$ cat src/rtl/lvl_irq_pkg.sv
package lvl_irq_pkg;
  localparam int OFS_PEND     = 'h20;
  localparam int OFS_EN       = 'h24;
  localparam int OFS_EN_SET   = 'h28;
  localparam int OFS_EN_CLR   = 'h2C;
  localparam int OFS_CORE     = 'h40;
  localparam int CORE_STRIDE  = 8;
endpackage

$ cat src/rtl/lir_regfile.sv
module lir_regfile
  import lvl_irq_pkg::*;
#(
  parameter int NSRC  = 32,
  parameter int NCORE = 4,
  parameter int NLINE = 4,
  parameter int AW    = 8,
  localparam int RW   = NCORE + NLINE
) (
  input  logic                       clk_i,
  input  logic                       rst_ni,
  input  logic [AW-1:0]              addr_i,
  input  logic [31:0]                wdata_i,
  input  logic                       size_word_i,
  input  logic                       rd_i,
  input  logic                       wr_i,
  input  logic [NSRC-1:0]            glob_pend_i,
  input  logic [NCORE-1:0][NSRC-1:0] core_pend_i,
  output logic [NSRC-1:0][RW-1:0]    route_o,
  output logic [NSRC-1:0]            en_o,
  output logic [31:0]                rdata_o
);
  logic [NSRC-1:0][RW-1:0] route_q;
  logic [NSRC-1:0]         en_q;
  logic [31:0]             rdata_q, rd_val;
  logic                    hit_route, word_ok;
  int                      a_int;

  assign a_int     = int'(addr_i);
  assign hit_route = !size_word_i && (a_int < NSRC);
  assign word_ok   = size_word_i && (addr_i[1:0] == 2'b00);

  always_comb begin
    rd_val = '0;
    if (hit_route) begin
      rd_val[RW-1:0] = route_q[addr_i[$clog2(NSRC)-1:0]];
    end else if (word_ok) begin
      if (a_int == OFS_PEND) rd_val[NSRC-1:0] = glob_pend_i;
      if (a_int == OFS_EN)   rd_val[NSRC-1:0] = en_q;
      for (int c = 0; c < NCORE; c++) begin
        if (a_int == OFS_CORE + CORE_STRIDE * c) rd_val[NSRC-1:0] = core_pend_i[c];
      end
    end
  end

  always_ff @(posedge clk_i or negedge rst_ni) begin
    if (!rst_ni) begin
      route_q <= '0;
      en_q    <= '0;
      rdata_q <= '0;
    end else begin
      if (rd_i) rdata_q <= rd_val;
      if (wr_i && hit_route) route_q[addr_i[$clog2(NSRC)-1:0]] <= wdata_i[RW-1:0];
      if (wr_i && word_ok && a_int == OFS_EN_SET) en_q <= en_q | wdata_i[NSRC-1:0];
      if (wr_i && word_ok && a_int == OFS_EN_CLR) en_q <= en_q & ~wdata_i[NSRC-1:0];
    end
  end

  assign route_o = route_q;
  assign en_o    = en_q;
  assign rdata_o = rdata_q;
endmodule

$ cat src/rtl/lir_pend_calc.sv
module lir_pend_calc #(
  parameter int NSRC  = 32,
  parameter int NCORE = 4,
  parameter int NLINE = 4,
  localparam int RW   = NCORE + NLINE
) (
  input  logic [NSRC-1:0]            irq_i,
  input  logic [NSRC-1:0]            en_i,
  input  logic [NSRC-1:0][RW-1:0]    route_i,
  output logic [NSRC-1:0]            glob_pend_o,
  output logic [NCORE-1:0][NSRC-1:0] core_pend_o,
  output logic [NLINE-1:0]           line_hit_o
);
  assign glob_pend_o = irq_i & en_i;

  for (genvar c = 0; c < NCORE; c++) begin : g_core
    for (genvar s = 0; s < NSRC; s++) begin : g_src
      assign core_pend_o[c][s] = glob_pend_o[s] & route_i[s][c];
    end
  end

  for (genvar y = 0; y < NLINE; y++) begin : g_line
    logic [NSRC-1:0] col;
    for (genvar s = 0; s < NSRC; s++) begin : g_src
      assign col[s] = glob_pend_o[s] & route_i[s][NCORE+y];
    end
    assign line_hit_o[y] = |col;
  end
endmodule

$ cat src/rtl/lir_out_stage.sv
module lir_out_stage #(
  parameter int NSRC  = 32,
  parameter int NCORE = 4,
  parameter int NLINE = 4,
  localparam int NOUT = NCORE * NLINE
) (
  input  logic                       clk_i,
  input  logic                       rst_ni,
  input  logic [NCORE-1:0][NSRC-1:0] core_pend_i,
  input  logic [NLINE-1:0]           line_hit_i,
  output logic [NOUT-1:0]            irq_o
);
  logic [NOUT-1:0] out_d, out_q;

  for (genvar c = 0; c < NCORE; c++) begin : g_core
    for (genvar y = 0; y < NLINE; y++) begin : g_line
      assign out_d[NLINE*c+y] = (|core_pend_i[c]) & line_hit_i[y];
    end
  end

  always_ff @(posedge clk_i or negedge rst_ni) begin
    if (!rst_ni) out_q <= '0;
    else         out_q <= out_d;
  end

  assign irq_o = out_q;
endmodule

$ cat src/rtl/lvl_irq_router.sv
module lvl_irq_router #(
  parameter int NSRC  = 32,
  parameter int NCORE = 4,
  parameter int NLINE = 4,
  parameter int AW    = 8,
  localparam int RW   = NCORE + NLINE,
  localparam int NOUT = NCORE * NLINE
) (
  input  logic            clk_i,
  input  logic            rst_ni,
  input  logic [NSRC-1:0] irq_i,
  input  logic [AW-1:0]   addr_i,
  input  logic [31:0]     wdata_i,
  input  logic            size_word_i,
  input  logic            rd_i,
  input  logic            wr_i,
  output logic [31:0]     rdata_o,
  output logic [NOUT-1:0] irq_o
);
  logic [NSRC-1:0][RW-1:0]    route_w;
  logic [NSRC-1:0]            en_w;
  logic [NSRC-1:0]            glob_pend_w;
  logic [NCORE-1:0][NSRC-1:0] core_pend_w;
  logic [NLINE-1:0]           line_hit_w;

  lir_regfile #(.NSRC(NSRC), .NCORE(NCORE), .NLINE(NLINE), .AW(AW)) u_regs (
    .clk_i       (clk_i),
    .rst_ni      (rst_ni),
    .addr_i      (addr_i),
    .wdata_i     (wdata_i),
    .size_word_i (size_word_i),
    .rd_i        (rd_i),
    .wr_i        (wr_i),
    .glob_pend_i (glob_pend_w),
    .core_pend_i (core_pend_w),
    .route_o     (route_w),
    .en_o        (en_w),
    .rdata_o     (rdata_o)
  );

  lir_pend_calc #(.NSRC(NSRC), .NCORE(NCORE), .NLINE(NLINE)) u_pend (
    .irq_i       (irq_i),
    .en_i        (en_w),
    .route_i     (route_w),
    .glob_pend_o (glob_pend_w),
    .core_pend_o (core_pend_w),
    .line_hit_o  (line_hit_w)
  );

  lir_out_stage #(.NSRC(NSRC), .NCORE(NCORE), .NLINE(NLINE)) u_out (
    .clk_i       (clk_i),
    .rst_ni      (rst_ni),
    .core_pend_i (core_pend_w),
    .line_hit_i  (line_hit_w),
    .irq_o       (irq_o)
  );
endmodule

$ cat config.mk
export PLATFORM = sky130hd
export DESIGN_NAME = lvl_irq_router
export DESIGN_NICKNAME = d
export VERILOG_FILES = /design/src/rtl/lvl_irq_pkg.sv /design/src/rtl/lir_regfile.sv /design/src/rtl/lir_pend_calc.sv /design/src/rtl/lir_out_stage.sv /design/src/rtl/lvl_irq_router.sv
export SDC_FILE = /design/constraint.sdc
export NUM_CORES = 1
export LEC_CHECK = 0
export BUFFER_PORTS_ARGS = -buffer_cell sky130_fd_sc_hd__buf_2
export CAP_MARGIN = 20
export CORE_ASPECT_RATIO = 1.75
export CORE_MARGIN = 5
export CORE_UTILIZATION = 30
export CTS_CLUSTER_DIAMETER = 150
export CTS_CLUSTER_SIZE = 20
export DETAILED_ROUTE_END_ITERATION = 12
export PLACE_DENSITY = 0.5
export REMOVE_ABC_BUFFERS = 1
export SYNTH_ARGS = -nofsm -noshare
export SYNTH_HDL_FRONTEND = slang
export SYNTH_SLANG_ARGS = --single-unit
$ cat constraint.sdc
create_clock -name clk_i -period 2.9 [get_ports clk_i]
set_clock_uncertainty 0.1 [all_clocks]
set_input_delay 0.29 -clock clk_i [delete_from_list [all_inputs] [get_ports clk_i]]
set_output_delay 0.29 -clock clk_i [all_outputs]
set_load 0.02 [all_outputs]
==> summary.md, run 1 <==
| Metric | Value |
|---|---|
| Status | `finished, violations left` |
| Failing checks | `setup timing` |
| CP arrival | `3.28 ns` |
| Mapped Cells | `1,726` |
| Top-area cell type share of the netlist area | `45.59%` |
| I/O Buffers | `124` |
| Top post-synthesis cells by count | `dfrtp_1 (336), mux2_2 (260), nand3_1 (237)` |
| DRT Pass-1 Iters | `6` |
| Worst setup path endpoint | `u_out.irq_o[13]$_DFF_PN0_` |
| Period utilization | `100.6%` |
| Post-synthesis sequential area ratio | `45.59%` |
| Final hold slack | `0.05771 ns` |
| Worst VDD drop | `0.4032 mV` |
| R2R Path End | `u_out.irq_o[13]$_DFF_PN0_` |
| Skew-Pair Late Insertion Delay | `0.61 ns` |
| Vias/cell | `6.349` |
| Max Root-Sink Buffers | `3` |
| Die Wd | `197.4 µm` |
| R2R setup slack | `-0.02 ns` |
| Max_slew headroom | `20.79%` |
| Chip height | `338.0 µm` |
| Reg clk slew, reported paths | `0.10 ns` |
| Final setup vio count | `3` |
| Min Tclk post-route | `2.917 ns` |
| Gr usage total | `32.20%` |
| Yosys warns | `0` |
| Largest net degree at the start of global routing | `65` |
| Post-synth EDFFs | `0` |
| Root buffer cell | `clkbuf_16` |
| Leading area contributor after synthesis | `dfrtp_1` |
| Cells on worst reg2reg path | `5` |
| FFs w/ async S/R, synth | `100.0%` |
| Dominant synthesized flop cell | `dfrtp_1` |
| RSZ-0062 raised after global routing | `no` |
| CTS Buf Count | `20` |
| Initial antenna violation count | `4` |
| Top post-synthesis cells by area | `dfrtp_1 (46%), mux2_2 (16%), nand3_1 (6.4%)` |
| Die area | `66,740 µm²` |
| Total number of vias | `17.14k` |
| Launching element type of the critical path | `flip-flop` |
| Post-cts resize count | `0` |
| Top Ports | `125` |
| Initial DRC Count | `1,976` |
| Max-Cap Viols | `0` |
| Hold Path Cell Cnt | `2` |
| Total congestion overflow | `0` |
| Synth Cell Area | `18,440 µm²` |
| Post-Route WL | `110,100 µm` |
| DRC Markers | `0` |
| TritonCTS clock tree | `built` |
| Layout cell share with drive strength beyond 1 | `33.61%` |
| Area grow syn2layout | `17.89%` |
| Clock sink total | `336` |
| Most common cell in the synthesized netlist | `dfrtp_1` |
| Number of core rows | `120` |
| Vias in the first global route | `17.08k` |
| Wire length per cell | `40.79 µm` |
| Leakage | `9.937 nW` |
| Max Fclk | `0.3428 GHz` |
| CP required | `3.26 ns` |
| Hold WC Path Type | `in2reg` |
| DP HPWL | `85,400 µm` |
| Sum Neg Setup Slack | `-0.03277 ns` |
| Post-DRT Antenna Nets | `0` |
| Hold Fails Final Rpt | `0` |
| Routability cong. | `1.053` |
| Cell Area, Placed | `20,930 µm²` |
| CP endpoint kind | `flip-flop` |
| Final net count | `1,981` |
| Slew Limit Fails | `0` |
| Core area | `61,110 µm²` |
| Seq cells post-synth | `336` |
| # H-tree levels | `1` |
| Wire length of the first global-routing pass | `147,700 µm` |
| Post-Layout Inst Area | `21,740 µm²` |
| CP Class | `reg2reg` |
| Initial Utilization | `30.18%` |
| Crit Path Max Fanout | `6` |
| P per Cell Area | `422.1 nW/µm²` |
| Syn avg cell area | `10.69 µm²` |
| Final setup margin | `-0.01710 ns` |
| Slew @ Worst Pin | `1.188 ns` |
| Synth unique cells | `66` |
==> placed cells by master (no fill, tap or decap), types with 14 or more instances in the layout <==
master / instances
a21oi_1: 116
a22o_1: 38
a31oi_1: 21
and2_1: 21
buf_12: 17
buf_2: 121
buf_4: 155
clkbuf_16: 21
dfrtp_1: 336
dlygate4sd3_1: 25
inv_1: 17
mux2_2: 260
mux2i_1: 39
mux4_2: 47
nand2_1: 81
nand3_1: 237
nand4_1: 54
nor2_1: 44
nor3_1: 38
o21ai_0: 45
o31ai_1: 14
==> cells by family (layout without fill, tap and decap cells) <==
kind of cell | count (synthesis) | count (layout) | share of synthesized area, %
compound gates | 313 | 313 | 11.08
buf+inv | 182 | 360 | 4.016
flops | 336 | 336 | 45.59
mux | 346 | 346 | 23.73
other cells | 0 | 2 | 0
simple gates | 549 | 549 | 15.59
==> registers in the layout (all words and copies together) (netlist names), named ones only <==
register / cells
u_regs.route_o: 256
u_out.irq_o: 16
u_regs.rdata_o: 32
==> repair_timing <==
| item | CTS | global route |
|---|---|---|
| buffers inserted | 0 | 0 |
| hold buffers | 25 | 0 |
| hold endpoints to repair | 78 | 0 |
==> worst max-delay path, cell delays in order (launching register included) <==
cell and delay (ns):
dfrtp_1 0.48, nand3_1 0.37, nand4_1 0.41, or4_1 0.62, or4_1 0.63, and2_1 0.18
==> stage by stage <==
stage / setup slack, ns / util (%) / std cells / total power, mW
after floorplan: -0.3868 / - / 1563 / 5.254
after global placement: -0.2788 / 34.25 / 2650 / 6.068
after detailed placement: -0.2815 / 34.25 / 2650 / 6.075
after CTS: 0.08556 / 35.57 / 2697 / 9.197
after global routing: 0.02829 / 35.57 / 2697 / 9.387
final: -0.01710 / 35.58 / 2699 / 9.178
==> per-layer routing <==
metal | global-route usage, % | up-vias | share of wire (%)
met5 | 0 | - | 0.0091
li1 | - | 6861 | -
met1 | 34.56 | 8857 | 34
met3 | 4.136 | 363 | 5.8
met4 | 26.62 | 2 | 11
met2 | 56.02 | 1054 | 49
==> area by class of cell <==
class / instances / area, µm²
flip-flops and latches: 336 / 8408
repair buffers: 319 / 2375
multi-input cells: 1208 / 9336
clock buffers: 21 / 525.5
diodes: 2 / 5.005
well taps: 793 / 992.2
fillers: 6229 / 39370
clock inverters: 1 / 30.03
inverters: 19 / 71.32
==> power by group <==
| group | total (mW) | switching, mW | internal, mW |
|---|---|---|---|
| registers | 4.95 | 0.158 | 4.79 |
| clock network | 3.14 | 1.76 | 1.38 |
| logic | 1.09 | 0.721 | 0.364 |
==> how the worst min path moves through the flow <==
stage,from,end,slack (ns)
floorplan,rst_ni,async pin,-0.11
CTS,rd_i,u_regs.rdata_o[2]$_DFFE_PN0P_,0.04
detailed placement,rst_ni,u_regs.route_o[43]$_DFFE_PN0P_,0.25
global placement,rst_ni,async pin,0.25
finish,rd_i,u_regs.rdata_o[2]$_DFFE_PN0P_,0.06
global route,rd_i,u_regs.rdata_o[2]$_DFFE_PN0P_,0.06
Power figures use the tool's default switching activity.
==> run 2, diff against run 1 <==
--- a/config.mk
+++ b/config.mk
@@ -17,4 +17,5 @@
 export REMOVE_ABC_BUFFERS = 1
 export SYNTH_ARGS = -nofsm -noshare
 export SYNTH_HDL_FRONTEND = slang
+export SYNTH_HIERARCHICAL = 1
 export SYNTH_SLANG_ARGS = --single-unit
==> run 2 against run 1 <==
Compared with the run above: the flow now finishes without violations; maximum frequency increased by 17%; sequential power about the same; area after synthesis increased by 4.7%; register-to-register slack improved by 0.41 ns; combinational power increased by 39%; core utilization decreased by 1.1 points; global-route usage decreased by 8.2 points; worst setup slack improved by 0.41 ns; critical path depth increased by 1; clock power decreased by 3%; via count decreased by 6.9%.
==> summary.md, run 2 <==
| Metric | Value |
|---|---|
| Status | `complete, no violations (was finished, violations left)` |
| Max Root-Sink Buffers | `3 (unchanged)` |
| FFs w/ async S/R, synth | `100.0% (unchanged)` |
| Routability cong. | `1.005 (was 1.053)` |
| P per Cell Area | `431.3 nW/µm² (was 422.1 nW/µm²)` |
| Period utilization | `86.31% (was 100.6%)` |
| Post-Route WL | `86,130 µm (was 110,100 µm)` |
| CP Class | `reg2reg (unchanged)` |
| Top post-synthesis cells by area | `dfrtp_1 (44%), mux2_2 (17%), mux2i_1 (5.2%) (was dfrtp_1 (46%), mux2_2 (16%), nand3_1 (6.4%))` |
| Seq cells post-synth | `336 (unchanged)` |
| Max Fclk | `0.3995 GHz (was 0.3428 GHz)` |
| Area grow syn2layout | `14.41% (was 17.89%)` |
| Post-DRT Antenna Nets | `0 (unchanged)` |
| Number of core rows | `123 (was 120)` |
| # Post-CTS Setup Buffers | `0 (unchanged)` |
| Critical Path, Cell by Cell | `and2_0, a22oi_1, nand4_1, or4_1, buf_4, a21boi_0 (was nand3_1, nand4_1, or4_1, or4_1, and2_1)` |
| Vias/cell | `5.997 (was 6.349)` |
| DRT Pass-1 Iters | `5 (was 6)` |
| Worst VDD drop | `0.3008 mV (was 0.4032 mV)` |
| Wire length of the first global-routing pass | `123,700 µm (was 147,700 µm)` |
| Reg clk slew, reported paths | `0.09 ns (was 0.10 ns)` |
| Initial Utilization | `30.16% (was 30.18%)` |
| Syn avg cell area | `11.37 µm² (was 10.69 µm²)` |
| Fill cells | `6,466 (was 6,229)` |
| Post-synth EDFFs | `0 (unchanged)` |
| Slew Limit Fails | `0 (unchanged)` |
| Max_slew headroom | `41.55% (was 20.79%)` |
| CP required | `3.23 ns (was 3.26 ns)` |
| Crit Path Max Fanout | `7 (was 6)` |
| Hold Fails Final Rpt | `0 (unchanged)` |
| CP arrival | `2.84 ns (was 3.28 ns)` |
| NetSw | `2.794 mW (was 2.643 mW)` |
| Cell Count, Final, Fillers Out | `2,660 (was 2,699)` |
| Top post-synthesis cells by count | `dfrtp_1 (336), mux2_2 (284), and3_1 (127) (was dfrtp_1 (336), mux2_2 (260), nand3_1 (237))` |
| Synth Cell Area | `19,310 µm² (was 18,440 µm²)` |
| Total congestion overflow | `0 (unchanged)` |
| Leading area contributor after synthesis | `dfrtp_1 (unchanged)` |
| Synth unique cells | `69 (was 66)` |
| Post-cts resize count | `0 (unchanged)` |
| Final net count | `1,922 (was 1,981)` |
| Top delay family on crit path | `simple AND/OR/NAND/NOR gates (unchanged)` |
| DRC Markers | `0 (unchanged)` |
| Top-area cell type share of the netlist area | `43.55% (was 45.59%)` |
| RSZ-0062 raised after global routing | `no (unchanged)` |
| Mapped Cells | `1,698 (was 1,726)` |
| Buffers and inverters on the worst path | `1 (was 0)` |
| Final design utilization | `34.51% (was 35.58%)` |
| Combinational share of power | `15.9% (was 11.8%)` |
| Layout cell share with drive strength beyond 1 | `34.80% (was 33.61%)` |
| Initial DRC Count | `1,405 (was 1,976)` |
| Flop pwr share | `52.2% (was 53.9%)` |
| Post-synthesis sequential area ratio | `43.55% (was 45.59%)` |
| Launching element type of the critical path | `flip-flop (unchanged)` |
| Wire length per cell | `32.38 µm (was 40.79 µm)` |
| DP HPWL | `66,620 µm (was 85,400 µm)` |
| Die area | `69,740 µm² (was 66,740 µm²)` |
| Yosys warns | `6 (was 0)` |
| Commonest non-fill, non-tap cells in the layout | `dfrtp_1 (336), mux2_2 (284), and3_1 (127) (was dfrtp_1 (336), mux2_2 (260), nand3_1 (237))` |
| Vias in the first global route | `16.60k (was 17.08k)` |
| Pint | `6.735 mW (was 6.536 mW)` |
| Crit-path slowest cell | `or4_1 (unchanged)` |
| TritonCTS clock tree | `built (unchanged)` |
| Most common cell in the synthesized netlist | `dfrtp_1 (unchanged)` |
| Gr usage total | `24.02% (was 32.20%)` |
| Final setup vio count | `0 (was 3)` |
| Chip height | `345.6 µm (was 338.0 µm)` |
| Dpl cells | `2,611 (was 2,650)` |
| Dominant synthesized flop cell | `dfrtp_1 (unchanged)` |
| Total number of vias | `15.95k (was 17.14k)` |
| Hold WC Path Type | `in2reg (unchanged)` |
| I/O Buffers | `124 (unchanged)` |
| Max-Cap Viols | `0 (unchanged)` |
| Final hold slack | `0.04431 ns (was 0.05771 ns)` |
| Skew-Pair Late Insertion Delay | `0.58 ns (was 0.61 ns)` |
| Initial antenna violation count | `7 (was 4)` |
| Sw frac | `29.32% (was 28.79%)` |
| Max reg flops | `256 (unchanged)` |
| Leakage | `10.54 nW (was 9.937 nW)` |
| Min Tclk post-route | `2.503 ns (was 2.917 ns)` |
| Top Ports | `125 (unchanged)` |
| CTS Buf Count | `20 (unchanged)` |
| CP endpoint kind | `flip-flop (unchanged)` |
| Power Total | `9.528 mW (was 9.178 mW)` |
| Clock sink total | `336 (unchanged)` |
| Slew @ Worst Pin | `0.8768 ns (was 1.188 ns)` |
| Core area | `64,020 µm² (was 61,110 µm²)` |
| R2R setup slack | `0.40 ns (was -0.02 ns)` |
| Most common cell after layout, fill and taps aside | `dfrtp_1 (unchanged)` |
| Critical path's largest stage delay | `0.57 ns (was 0.63 ns)` |
| Largest net degree at the start of global routing | `69 (was 65)` |
| Clock share of power | `31.9% (was 34.3%)` |
| Die Wd | `201.8 µm (was 197.4 µm)` |
| Root buffer cell | `clkbuf_16 (unchanged)` |
| # H-tree levels | `1 (unchanged)` |
[run 2: cell count changes after synthesis, sizes merged, moves of 30 or more]
cell,before,now
nand3,237,36
o21ai,45,76
a22o,38,6
clkbuf,118,79
and3,10,131
a22oi,4,91
mux2i,39,100
nand4,54,17
a211oi,3,33
nor3,40,10
a21oi,116,17
[run 2: area by class of cell]
cell class,count,area [µm²],share of cell area [%]
diodes,3,7.507,0.03398
clock buffers,21,525.5,2.379
clock inverters,1,30.03,0.1359
inverters,34,127.6,0.5777
multi-input cells,1178,10060,45.52
flip-flops and latches,336,8408,38.06
well taps,812,1016,4.599
repair buffers,275,1921,8.694
[run 2: cells by family after synthesis]
logic type	Yosys count	synth area share [%]
simple gates	419	13.93
flops	336	43.55
mux	419	25.83
compound gates	340	12.19
buf+inv	184	4.510
[run 2: worst min-delay path: cells and delay by family]
family                 cells  cell delay [ns]
multiplexers               1             0.15
AND/OR/NAND/NOR            1             0.09
buffers and inverters      1             0.11
[run 2: through the flow]
stage          TNS [ns]  area (µm²)  worst slack, ns
6_report              0       22090           0.3969
4_1_cts               0       22080           0.4276
5_1_grt               0       22080           0.3965
3_3_place_gp          0       21290           0.1714
2_1_floorplan    -52.74       18570           -1.011
3_5_place_dp          0       21290           0.1457
[run 2: worst paths after layout]
path	startpoint	endpoint	cells after the start
min in group asynchronous	rst_ni	async pin	2
hold reg to reg	u_regs/rdata_o[30]$_DFFE_PN0P_	u_regs/rdata_o[30]$_DFFE_PN0P_	1
setup / recovery	flip-flop	u_out/irq_o[3]$_DFF_PN0_	6
hold / removal	wdata_i[15]	flip-flop	3
setup reg to reg	flip-flop	u_out/irq_o[3]$_DFF_PN0_	6
max in group asynchronous	rst_ni	u_regs/route_o[30]$_DFFE_PN0P_	3
[run 2: routing by layer]
| layer | share of wire [%] | track usage (%) |
|---|---|---|
| met1 | 36 | 26.82 |
| met2 | 51 | 42.74 |
| met3 | 4.9 | 3.124 |
| met4 | 8.1 | 15.53 |
| met5 | 0.024 | 0 |
[run 2: power groups by stage]
stage               combinational, mW  sequential, mW  clock [mW]
floorplan                       0.511            5.07           0
global placement                 1.47            5.06           0
detailed placement               1.48            5.06           0
CTS                              1.51            4.97        3.14
global route                     1.59            4.99        3.27
finish                           1.52            4.97        3.04
[run 2: what timing repair did]
item                       CTS  global route
hold endpoints to repair    74             0
hold buffers                24             0
setup endpoints to repair    0             0
